File: src/rtl/auxq_pkg.sv
package auxq_pkg;
  typedef enum logic [1:0] {ST_IDLE, ST_SEND, ST_WRSP, ST_WDEF} auxq_state_e;

  localparam logic [1:0] CH_OK      = 2'd0;
  localparam logic [1:0] CH_TIMEOUT = 2'd1;
  localparam logic [1:0] CH_BUSY    = 2'd2;
  localparam logic [1:0] CH_ERROR   = 2'd3;

  localparam logic [1:0] ACK_OK    = 2'd0;
  localparam logic [1:0] ACK_NACK  = 2'd1;
  localparam logic [1:0] ACK_DEFER = 2'd2;

  localparam logic [2:0] RES_OK      = 3'd0;
  localparam logic [2:0] RES_TIMEOUT = 3'd1;
  localparam logic [2:0] RES_IO      = 3'd2;
  localparam logic [2:0] RES_PROTO   = 3'd3;
  localparam logic [2:0] RES_REJECT  = 3'd4;

  localparam logic [3:0] CMD_WR = 4'h8;
  localparam logic [3:0] CMD_RD = 4'h9;
endpackage

File: src/rtl/auxq_hdr.sv
module auxq_hdr
  import auxq_pkg::*;
#(
  parameter int MAXB = 16,
  parameter int LW   = $clog2(MAXB + 1),
  parameter int ML   = $clog2(MAXB + 5),
  parameter int MW   = 8 * (MAXB + 4),
  parameter int DW   = 8 * MAXB
) (
  input  logic          is_write,
  input  logic [15:0]   addr,
  input  logic [LW-1:0] len,
  input  logic [DW-1:0] wdata,
  output logic [MW-1:0] msg,
  output logic [ML-1:0] msg_len
);
  logic [ML-1:0] total;
  logic [LW-1:0] len_m1;

  always_comb begin
    total  = is_write ? (ML'(len) + ML'(4)) : ML'(4);
    len_m1 = len - LW'(1);
    msg    = '0;
    msg[7:0]   = addr[7:0];
    msg[15:8]  = addr[15:8];
    msg[23:16] = {(is_write ? CMD_WR : CMD_RD), 4'h0};
    msg[31:24] = {total[3:0], len_m1[3:0]};
    for (int i = 0; i < MAXB; i++) begin
      if (is_write && (i < int'(len)))
        msg[32+8*i +: 8] = wdata[8*i +: 8];
    end
    msg_len = total;
  end
endmodule

File: src/rtl/auxq_timer.sv
module auxq_timer #(
  parameter int W  = 20000,
  parameter int CW = $clog2(W + 1)
) (
  input  logic clk,
  input  logic rst,
  input  logic start,
  input  logic run,
  output logic expired
);
  logic [CW-1:0] cnt;

  always_ff @(posedge clk) begin
    if (rst)                    cnt <= '0;
    else if (start)             cnt <= CW'(W);
    else if (run && cnt != '0)  cnt <= cnt - CW'(1);
  end

  assign expired = run && (cnt == CW'(1));

  assert_wait_bound_R6: assert property (@(posedge clk) disable iff (rst)
    cnt <= CW'(W));
  assert_wait_counts_R6: assert property (@(posedge clk) disable iff (rst)
    (run && !start && cnt > CW'(1)) |=> (cnt == $past(cnt) - CW'(1)));
endmodule

File: src/rtl/auxq_seq.sv
module auxq_seq
  import auxq_pkg::*;
#(
  parameter int MAXB      = 16,
  parameter int CLK_FREQ  = 50_000_000,
  parameter int MAX_TRIES = 4,
  localparam int LW = $clog2(MAXB + 1),
  localparam int ML = $clog2(MAXB + 5),
  localparam int MW = 8 * (MAXB + 4),
  localparam int DW = 8 * MAXB
) (
  input  logic          clk,
  input  logic          rst,
  input  logic          req_valid,
  output logic          req_ready,
  input  logic          req_write,
  input  logic [15:0]   req_addr,
  input  logic [LW-1:0] req_len,
  input  logic [DW-1:0] req_wdata,
  output logic          ch_valid,
  input  logic          ch_ready,
  output logic [MW-1:0] ch_msg,
  output logic [ML-1:0] ch_msg_len,
  input  logic          rsp_valid,
  output logic          rsp_ready,
  input  logic [1:0]    rsp_status,
  input  logic [1:0]    rsp_ack,
  input  logic [LW-1:0] rsp_len,
  input  logic [DW-1:0] rsp_data,
  output logic          done,
  output logic [2:0]    done_code,
  output logic [LW-1:0] rd_count,
  output logic [DW-1:0] rd_data
);
  localparam int WAIT_RAW = CLK_FREQ / 2500;
  localparam int WAIT_CYC = (WAIT_RAW < 1) ? 1 : WAIT_RAW;
  localparam int TW       = $clog2(MAX_TRIES + 1);

  auxq_state_e   st;
  logic          is_wr;
  logic [LW-1:0] len_q;
  logic [MW-1:0] msg_q;
  logic [ML-1:0] msglen_q;
  logic [TW-1:0] tries;
  logic [MW-1:0] hdr_msg;
  logic [ML-1:0] hdr_len;
  logic          bad_len, last, fin, go_send, go_wait, rsp_fire, tmr_exp;
  logic [2:0]    fcode;
  logic [LW-1:0] clamp;
  logic [DW-1:0] rd_next;

  auxq_hdr #(.MAXB(MAXB), .LW(LW), .ML(ML), .MW(MW), .DW(DW)) u_hdr (
    .is_write(req_write), .addr(req_addr), .len(req_len), .wdata(req_wdata),
    .msg(hdr_msg), .msg_len(hdr_len)
  );

  assign rsp_fire = (st == ST_WRSP) && rsp_valid;

  auxq_timer #(.W(WAIT_CYC)) u_tmr (
    .clk(clk), .rst(rst), .start(rsp_fire && go_wait), .run(st == ST_WDEF),
    .expired(tmr_exp)
  );

  assign bad_len    = (req_len == '0) || (req_len > LW'(MAXB));
  assign req_ready  = (st == ST_IDLE);
  assign ch_valid   = (st == ST_SEND);
  assign rsp_ready  = (st == ST_WRSP);
  assign ch_msg     = msg_q;
  assign ch_msg_len = msglen_q;

  always_comb begin
    fin     = 1'b0;
    fcode   = RES_OK;
    go_send = 1'b0;
    go_wait = 1'b0;
    last    = (tries == TW'(MAX_TRIES - 1));
    clamp   = (rsp_len > len_q) ? len_q : rsp_len;
    case (rsp_status)
      CH_TIMEOUT: begin fin = 1'b1; fcode = RES_TIMEOUT; end
      CH_ERROR:   begin fin = 1'b1; fcode = RES_IO; end
      CH_BUSY: begin
        if (last) begin fin = 1'b1; fcode = RES_IO; end
        else go_send = 1'b1;
      end
      default: begin
        case (rsp_ack)
          ACK_OK: begin
            fin = 1'b1;
            if (!is_wr && rsp_len == '0) fcode = RES_PROTO;
          end
          ACK_DEFER: begin
            if (last) begin fin = 1'b1; fcode = RES_IO; end
            else go_wait = 1'b1;
          end
          default: begin fin = 1'b1; fcode = RES_IO; end
        endcase
      end
    endcase
    for (int i = 0; i < MAXB; i++)
      rd_next[8*i +: 8] = (!is_wr && i < int'(clamp)) ? rsp_data[8*i +: 8] : 8'h00;
  end

  always_ff @(posedge clk) begin
    if (rst) begin
      st <= ST_IDLE; is_wr <= 1'b0; len_q <= '0; msg_q <= '0; msglen_q <= '0;
      tries <= '0; done <= 1'b0; done_code <= RES_OK; rd_count <= '0; rd_data <= '0;
    end else begin
      done <= 1'b0;
      case (st)
        ST_IDLE: if (req_valid) begin
          if (bad_len) begin
            done <= 1'b1; done_code <= RES_REJECT; rd_count <= '0; rd_data <= '0;
          end else begin
            is_wr <= req_write; len_q <= req_len; msg_q <= hdr_msg;
            msglen_q <= hdr_len; tries <= '0; st <= ST_SEND;
          end
        end
        ST_SEND: if (ch_ready) st <= ST_WRSP;
        ST_WRSP: if (rsp_valid) begin
          if (fin) begin
            done      <= 1'b1;
            done_code <= fcode;
            rd_count  <= (fcode != RES_OK) ? '0 : (is_wr ? len_q : clamp);
            rd_data   <= (fcode == RES_OK) ? rd_next : '0;
            st        <= ST_IDLE;
          end else begin
            tries <= tries + TW'(1);
            st    <= go_wait ? ST_WDEF : ST_SEND;
          end
        end
        ST_WDEF: if (tmr_exp) st <= ST_SEND;
        default: st <= ST_IDLE;
      endcase
    end
  end

  assert_msg_hold_R11: assert property (@(posedge clk) disable iff (rst)
    (ch_valid && !ch_ready) |=> (ch_valid && $stable(ch_msg)));
  assert_done_pulse_R11: assert property (@(posedge clk) disable iff (rst)
    done |=> !done);
  assert_idle_excl_R11: assert property (@(posedge clk) disable iff (rst)
    req_ready |-> (!ch_valid && !rsp_ready));
  assert_attempt_cap_R7: assert property (@(posedge clk) disable iff (rst)
    tries < TW'(MAX_TRIES));
  assert_busy_resend_R5: assert property (@(posedge clk) disable iff (rst)
    (rsp_fire && rsp_status == CH_BUSY && !last) |=> ch_valid);
  assert_fatal_end_R4: assert property (@(posedge clk) disable iff (rst)
    (rsp_fire && rsp_status == CH_TIMEOUT) |=> (done && done_code == RES_TIMEOUT));
  assert_read_nonzero_R9: assert property (@(posedge clk) disable iff (rst)
    (done && done_code == RES_OK) |-> (rd_count != '0));
endmodule

File: config.mk
export PLATFORM = sky130hd
export DESIGN_NAME = auxq_seq
export DESIGN_NICKNAME = d
export VERILOG_FILES = /design/src/rtl/auxq_pkg.sv /design/src/rtl/auxq_hdr.sv /design/src/rtl/auxq_timer.sv /design/src/rtl/auxq_seq.sv
export SDC_FILE = /design/constraint.sdc
export NUM_CORES = 1
export LEC_CHECK = 0
export BUFFER_PORTS_ARGS = -buffer_cell sky130_fd_sc_hd__buf_2
export CELL_PAD_IN_SITES_DETAIL_PLACEMENT = 0
export CELL_PAD_IN_SITES_GLOBAL_PLACEMENT = 1
export CORE_AREA = 2 2 232 234
export DETAILED_ROUTE_END_ITERATION = 6
export DIE_AREA = 0 0 234 236
export PLACE_DENSITY = 0.63
export SYNTH_ARGS = -nofsm -noshare
export SYNTH_HDL_FRONTEND = slang
export SYNTH_SLANG_ARGS = --single-unit
File: constraint.sdc
create_clock -name clk -period 2.9 [get_ports clk]
set_input_delay 0.435 -clock clk [delete_from_list [all_inputs] [get_ports clk]]
set_output_delay 0.435 -clock clk [all_outputs]
set_load 0.03 [all_outputs]
# ---- Yosys cells after proc, flatten, opt, wreduce, memory -nomap -nowiden
# Index checks and enable logic that the tools add are counted.
dict set report word_totals {
  in_bits 292
  out_inout_bits 305
  wordCells 206
  reg_bits 324
}
dict set report op_classes {
  n_lt_le_gt_ge 34
  n_reduce_logical 55
  n_eq_ne 17
  add_sub_neg 4
  n_bitwise 1
  n_mux 83
}
# operator n
set op_table {}
lappend op_table {{2-to-1 mux 128 bit} 5}
lappend op_table {{2-to-1 mux 8 bit} 32}
lappend op_table {{case mux 128 bit (2 select lines)} 1}
lappend op_table {{< comparator 4 x 5 -> 1 bit, first input constant} 16}
lappend op_table {{< comparator 3 x 5 -> 1 bit, first input constant} 8}
lappend op_table {{2-to-1 mux 5 bit} 8}
lappend op_table {{logical AND 1 bit} 37}
lappend op_table {{2-to-1 mux 15 bit} 2}
lappend op_table {{2-to-1 mux 3 bit} 8}
lappend op_table {{< comparator 1 x 5 -> 1 bit, first input constant} 4}
lappend op_table {{< comparator 2 x 5 -> 1 bit, first input constant} 4}
lappend op_table {{2-to-1 mux 2 bit} 9}
lappend op_table {{case mux 3 bit (2 select lines)} 3}
lappend op_table {{equality test 15 x 1 -> 1 bit, second input constant} 1}
lappend op_table {{AND reduction 5 bit} 3}
lappend op_table {{nonzero test 15 bit} 1}
lappend op_table {{subtractor 15 x 1 -> 15 bit, second input constant} 1}
lappend op_table {{equality test 2 bit, second input constant} 5}
lappend op_table {{logical NOT 5 bit} 2}
lappend op_table {{2-to-1 mux 1 bit} 10}
lappend op_table {{inequality test 2 bit, second input constant} 5}
lappend op_table {{case mux 5 bit (2 select lines)} 1}
lappend op_table {{case mux 3 bit (3 select lines)} 1}
lappend op_table {{case mux 2 bit (4 select lines)} 1}
lappend op_table {{19 further kinds} 26}

# ---- Longest topological paths before layout
dict set report depth {
  ltp_word 10
  mapped_depth 12
  mapped_depth_nobuf 8
}

# ---- By module
# A second synthesis with hierarchy kept.
dict set report unflattened {
  hier_cells 1538
  area_unflattened_um2 13645.6
}
# module instances area_each_um2 cells_per_inst seq_area_each_um2
set by_module_without_submodules {}
lappend by_module_without_submodules {auxq_seq 1 11263.3 1209 6266.0}
lappend by_module_without_submodules {auxq_hdr 1 1465.2 224 0.0}
lappend by_module_without_submodules {auxq_timer 1 917.1 105 300.3}

# ---- Worst setup path after synthesis
# No wires, ideal clock.
dict set report synth_path {
  path_type {flip-flop to flip-flop}
  from {register len_q[2]}
  to {register rd_data[10]}
  path_buffers 2
  slack_ns 0.428
  path_stages_with_launch 11
  period_less_slack_ns 2.472
  t_arrival_ns 2.412
  t_required_ns 2.840
  setup_ns 0.060
  cell_sequence {dfxtp_1 > clkbuf_1 > inv_1 > ha_1 > o211ai_1 > a21oi_2 > o21ai_2 > buf_2 > mux2_2 > a21oi_2 > a22o_1}
}
dict set report synth_via {
  elab_chain_cells 9
}
# item line_no
set synth_rtl {}
lappend synth_rtl {{start: declaration} auxq_seq.sv:41} ;# logic [LW-1:0] len_q;
lappend synth_rtl {{start signal: assignment} auxq_seq.sv:114} ;# is_wr <= req_write; len_q <= req_len; msg_q <= hdr_msg;
lappend synth_rtl {{> comparator 5 bit} auxq_seq.sv:77} ;# clamp = (rsp_len > len_q) ? len_q : rsp_len;
lappend synth_rtl {{2-to-1 mux 5 bit (*)} auxq_seq.sv:77}
lappend synth_rtl {{< comparator 1 x 5 -> 1 bit (*)} auxq_seq.sv:100} ;# rd_next[8*i +: 8] = (!is_wr && i < int'(clamp)) ? rsp_data[8*i +: 8] : 8'h00;
lappend synth_rtl {{logical AND 1 bit (*)} auxq_seq.sv:100}
lappend synth_rtl {{2-to-1 mux 8 bit (*)} auxq_seq.sv:100}
lappend synth_rtl {{2-to-1 mux 128 bit (*)} auxq_seq.sv:124} ;# rd_data <= (fcode == RES_OK) ? rd_next : '0;
lappend synth_rtl {{2-to-1 mux 128 bit (*)} auxq_seq.sv:120} ;# if (fin) begin
lappend synth_rtl {{2-to-1 mux 128 bit (*)} auxq_seq.sv:119} ;# ST_WRSP: if (rsp_valid) begin
lappend synth_rtl {{case mux 128 bit (2 select lines) (*)} auxq_seq.sv:109} ;# case (st)
lappend synth_rtl {{end signal: assignment} auxq_seq.sv:124}
lappend synth_rtl {{end: declaration} auxq_seq.sv:33} ;# output logic [DW-1:0] rd_data
# Mark *: on every way between the ends. The rest lies on a longest branch, timed or not. The select of a mux whose other input is x is not followed.
# A chain may end at the register's enable or synchronous reset.

# ---- Worst setup path in the final report
dict set report layout_path {
  from {register st[0]}
  to {register rd_data[68]}
}
dict set report layout_via {
  elab_chain_cells 3
  word_cells_on_any_way 9
  classes_between {eq/ne: 5; mux: 1; reduce/logical: 3}
}
# item line_no
set layout_rtl {}
lappend layout_rtl {{start: declaration} auxq_seq.sv:39} ;# auxq_state_e st;
lappend layout_rtl {{start signal: assignment} auxq_seq.sv:128} ;# st <= go_wait ? ST_WDEF : ST_SEND;
lappend layout_rtl {{equality test 2 bit / logical NOT 2 bit (equally long branches)} auxq_seq.sv:109}
lappend layout_rtl {{inequality test 2 x 1 -> 1 bit (no source line), or another cell as far along} n/a}
lappend layout_rtl {{AND reduction 5 bit (no source line)} n/a}
# Several ways; a longest one is shown, not always the timed one.

==> impl_summary.md <==
Die
The initial core utilization is 22.60%. Pin placement for this block handled 597 I/O pins. The height of the die is 236 µm. The number of placement rows is 85.

The area of the core is 0.05307 mm². The die area is 0.05522 mm². The die width is 234 µm.

GRT
The number of global-route vias before repair was 11577. Global routing used 16.74% of the available tracks. The total overflow reported by the global router is 0. Entering global routing, the biggest net connects 76 pins.

The wire length of the first global-routing pass is 71040 µm. The number of antenna violations at the first check in global routing is 12.

Worst setup path
The cell family contributing the most delay on the critical path is compound AO/OA/AOI/OAI gates. The highest-delay cell along the critical path is sky130_fd_sc_hd__dfxtp_1. The worst setup path is of the reg2reg kind.

The buffers plus inverters on the worst setup path is 3. The endpoint arrival time on the critical path is 3.14 ns. The largest fanout of any net on the critical path is 10. The worst setup path is launched from a flop. Walking the worst path, the cells encountered are inv_1 -> ha_1 -> nor4bb_1 -> a22oi_2 -> and3_1 -> nand4bb_2 -> buf_4 -> a211oi_2 -> buf_4 -> a22o_1. The cell with the most instances on the worst path is sky130_fd_sc_hd__buf_4. The number of cells on the worst reg-to-reg path is 10. The worst reg-to-reg setup slack is 0.24 ns.

The worst register-to-register path begins at st[0]. The worst setup path is captured at a flop. The worst register-to-register path ends at rd_data[68]. The critical path runs through a total of 10 cells. In this design, the stage delay of the slowest critical-path cell is 0.36 ns. The most critical setup path has its startpoint at st[0]. The capturing instance or port of the critical path is rd_data[68].

The required time of the critical path is 3.38 ns.

Power and ir drop
Of the total power, the share spent switching nets is 25.90%. The internal portion of the total power is 8296 µW. Overall power consumption after layout is estimated at 11200 µW. Combinational cells account for 12.2% of the total power. The net load switching power is 2900 µW. The worst-case IR drop observed on VDD is 354.1 µV. The leakage dissipation is 0.007871 µW. The clock network fraction of design power is 47.5%.

The power density over the cells is 645.7 mW/mm². The proportion of power drawn by flip-flops and latches is 40.3%.

Drt
In this run the remaining antenna-violating nets after routing total 0. In the final routed layout, each cell accounts on average for 18.87 µm. The total wire length after detailed routing is 48850 µm. For this run, the detailed router's first-pass iteration total came to 5. The number of DRC markers in iteration 0 is 496. In the routed design, unresolved DRC markers number 0.

The ratio of routed vias to standard cells is 4.572. The overall via count from detail_route is 11833.

STA
The share of the clock period used by the worst path is 91.75%. The final max-slew violation count came to 0. The headroom to the max-slew limit is 38.42%. The worst hold slack is 0.09535 ns. The number of endpoints with negative hold slack in the final report came to 0. The fmax is 375.9 MHz.

The transition time at the pin with the least slew margin is 0.9218 ns. The post-layout minimum cycle time is 2.661 ns. Across the routed clock network, the largest skew measured is 0.01837 ns. The setup violation total in the final timing report is 0. Setup repair after global routing left no endpoint under its margin.

Place
Once placement finished, the instance area stood at 0.01589 mm². The number of input and output port buffers inserted is 590. Routability-driven placement finished with a final weighted congestion of 0.8359. The number of placed instances, taps included, is 2513.

The HPWL after detailed placement is 37050 µm.

Job
Max-cap violations in this run came to 0.

Final layout
In the layout the commonest cells are sky130_fd_sc_hd__buf_2 (589), sky130_fd_sc_hd__dfxtp_1 (318), sky130_fd_sc_hd__nand2_1 (170). Summing all non-filler instances in the final layout gives an area of 0.01734 mm². For this run, the post-layout net count is 2171. The number of filler instances in the final layout is 5632. The library cell used most frequently in the layout, excluding fill and tap cells, is sky130_fd_sc_hd__buf_2. The final cell utilization of the core is 32.67%. The final cell count without fillers is 2588. The area overhead of the layout relative to synthesis is 44.59%.

The share of layout cells above drive strength 1 is 39.70%.

Hold path
The type of the most critical hold path is in2reg. The number of cells on the worst hold path is 2.

CTS
TritonCTS built the clock tree. The tree is rooted in a sky130_fd_sc_hd__clkbuf_16. The clock slew at the register clock pins of the worst setup and hold paths is 0.06 ns. The latest clock arrival within the worst-skew pair is 0.54 ns. The clock net in this run drives a total of 318 sinks.

Buffers inserted to repair hold after CTS numbered 0. The clock tree synthesis step divided the H-tree into 2 levels. No sink is reached through more buffers than the 3 on the longest clock path. The number of clock buffers inserted by TritonCTS is 39.

Synthesis
The cell area after synthesis is 0.01199 mm². Synthesis produced 1267 cells. The number of different library cells used by synthesis comes to 67.

The synthesized design contains 0 enable-type register cells. Each instance of the synthesized netlist takes up on average 9.464 µm². The async set-reset flop share out of synthesis is 0%. The sequential-to-total area share from yosys stat is 53.09%.

For this run, the number of Yosys warnings is 0. The top flip-flop cell by instance count after synthesis is sky130_fd_sc_hd__dfxtp_1. The number of register bits inferred by synthesis is 318.

Outcome
The run finished with clean final reports.
## stage by stage
step	TNS [ns]	worst slack [ns]
after CTS	0	0.07374
after detailed placement	-2.361	-0.1134
after global placement	-1.274	-0.06020
after floorplan	0	0.4282
after global routing	0	0.06390
final	0	0.2394
## flip-flops by register name, indices dropped and copies added (netlist names)
register and cells:
st 2, rd_data 128, len_q 5, is_wr 1, ch_msg_len 5, rd_count 5, ch_msg 150, u_tmr.cnt 15
done 1, tries 3, done_code 3
## synth_stat cells (4+ instances only)
cell | instances | share of area (%)
sky130_fd_sc_hd__a22o_1 | 112 | 8.2
sky130_fd_sc_hd__nand2_1 | 170 | 5.3
sky130_fd_sc_hd__ha_1 | 17 | 1.8
sky130_fd_sc_hd__a21o_1 | 4 | 0.25
sky130_fd_sc_hd__a31oi_4 | 5 | 0.89
sky130_fd_sc_hd__dfxtp_1 | 318 | 53
sky130_fd_sc_hd__xor2_1 | 4 | 0.29
sky130_fd_sc_hd__nor4_1 | 5 | 0.26
sky130_fd_sc_hd__nor2b_1 | 8 | 0.42
sky130_fd_sc_hd__mux2_2 | 8 | 0.75
sky130_fd_sc_hd__nand4_1 | 5 | 0.26
sky130_fd_sc_hd__nand3_1 | 102 | 4.3
sky130_fd_sc_hd__a21oi_1 | 144 | 6.0
sky130_fd_sc_hd__a32o_1 | 17 | 1.4
sky130_fd_sc_hd__a22oi_1 | 34 | 2.1
sky130_fd_sc_hd__nor2_1 | 75 | 2.3
sky130_fd_sc_hd__nand2b_1 | 6 | 0.31
sky130_fd_sc_hd__xnor2_1 | 11 | 0.80
sky130_fd_sc_hd__buf_4 | 11 | 0.69
sky130_fd_sc_hd__or3_1 | 5 | 0.26
sky130_fd_sc_hd__inv_1 | 21 | 0.66
sky130_fd_sc_hd__mux2i_1 | 7 | 0.58
sky130_fd_sc_hd__nor3_1 | 10 | 0.42
sky130_fd_sc_hd__clkbuf_1 | 44 | 1.4
sky130_fd_sc_hd__buf_2 | 41 | 1.7
sky130_fd_sc_hd__o21ai_0 | 12 | 0.50
sky130_fd_sc_hd__a21oi_2 | 5 | 0.37
sky130_fd_sc_hd__a211oi_1 | 6 | 0.38
## logic make-up (layout without fill, tap and decap cells)
kind of cell	after synthesis	in the layout	synth area share (%)
simple gates	411	412	15.65
compound gates	369	369	22.37
flops	318	318	53.09
buf+inv	120	736	4.539
fa+ha+maj	17	17	1.774
mux	16	16	1.450
xor+xnor	15	15	1.096
other cells	1	9	0.03127
## power by group through the flow
stage	logic [µW]	clock network, µW	registers [µW]
5_1_grt	1480	5690	4520
3_5_place_dp	1360	0	4600
4_1_cts	1370	5520	4510
2_1_floorplan	610	0	4760
3_3_place_gp	1360	0	4600
6_report	1370	5320	4510
## worst min path at each step
stage / to / from
2_1_floorplan: tries[1] / tries[1]
3_3_place_gp: ch_msg[40] / ch_msg[40]
3_5_place_dp: ch_msg[142] / ch_msg[142]
4_1_cts: rd_data[127] / rsp_data[127]
5_1_grt: rd_data[75] / rsp_data[75]
6_report: rd_data[99] / rsp_data[99]
## final cells by class
type                    instances  area (µm²)  area share [%]
clock buffers                  57        1186           6.841
diodes                          3       7.507         0.04330
inverters                      21       78.83          0.4546
clock inverters                11       212.7           1.227
well taps                     696       870.8           5.022
repair buffers                647        3475           20.04
flip-flops and latches        318        6366           36.72
multi-input cells             835        5142           29.66
## what timing repair did
action                                  4_1_cts  5_1_grt
cloned                                        0        1
setup buffers                                 0        3
resized for setup                             3        0
pin swaps                                     0        0
endpoints found under the setup margin        9       75
## worst register-to-register path, delay by kind of cell, from the launching register on
kind	cells	cell delay [ns]
adders and majority gates	1	0.30
AOI/OAI and AO/OA	3	0.68
and+or+nand+nor	3	0.67
DFF	1	0.36
buffers and inverters	3	0.59
## routing by layer
metal  vias to the layer above  share of wire [%]  track usage [%]  wire, µm
li1                       5713                  -                -         -
met1                      5588                 39            18.59     19010
met2                       452                 50            29.41     24260
met3                        70                9.2            6.371      4508
met4                        10                2.0            4.833       995
met5                         -               0.14                0        66
Note: power is estimated with default switching activity, not from simulation.
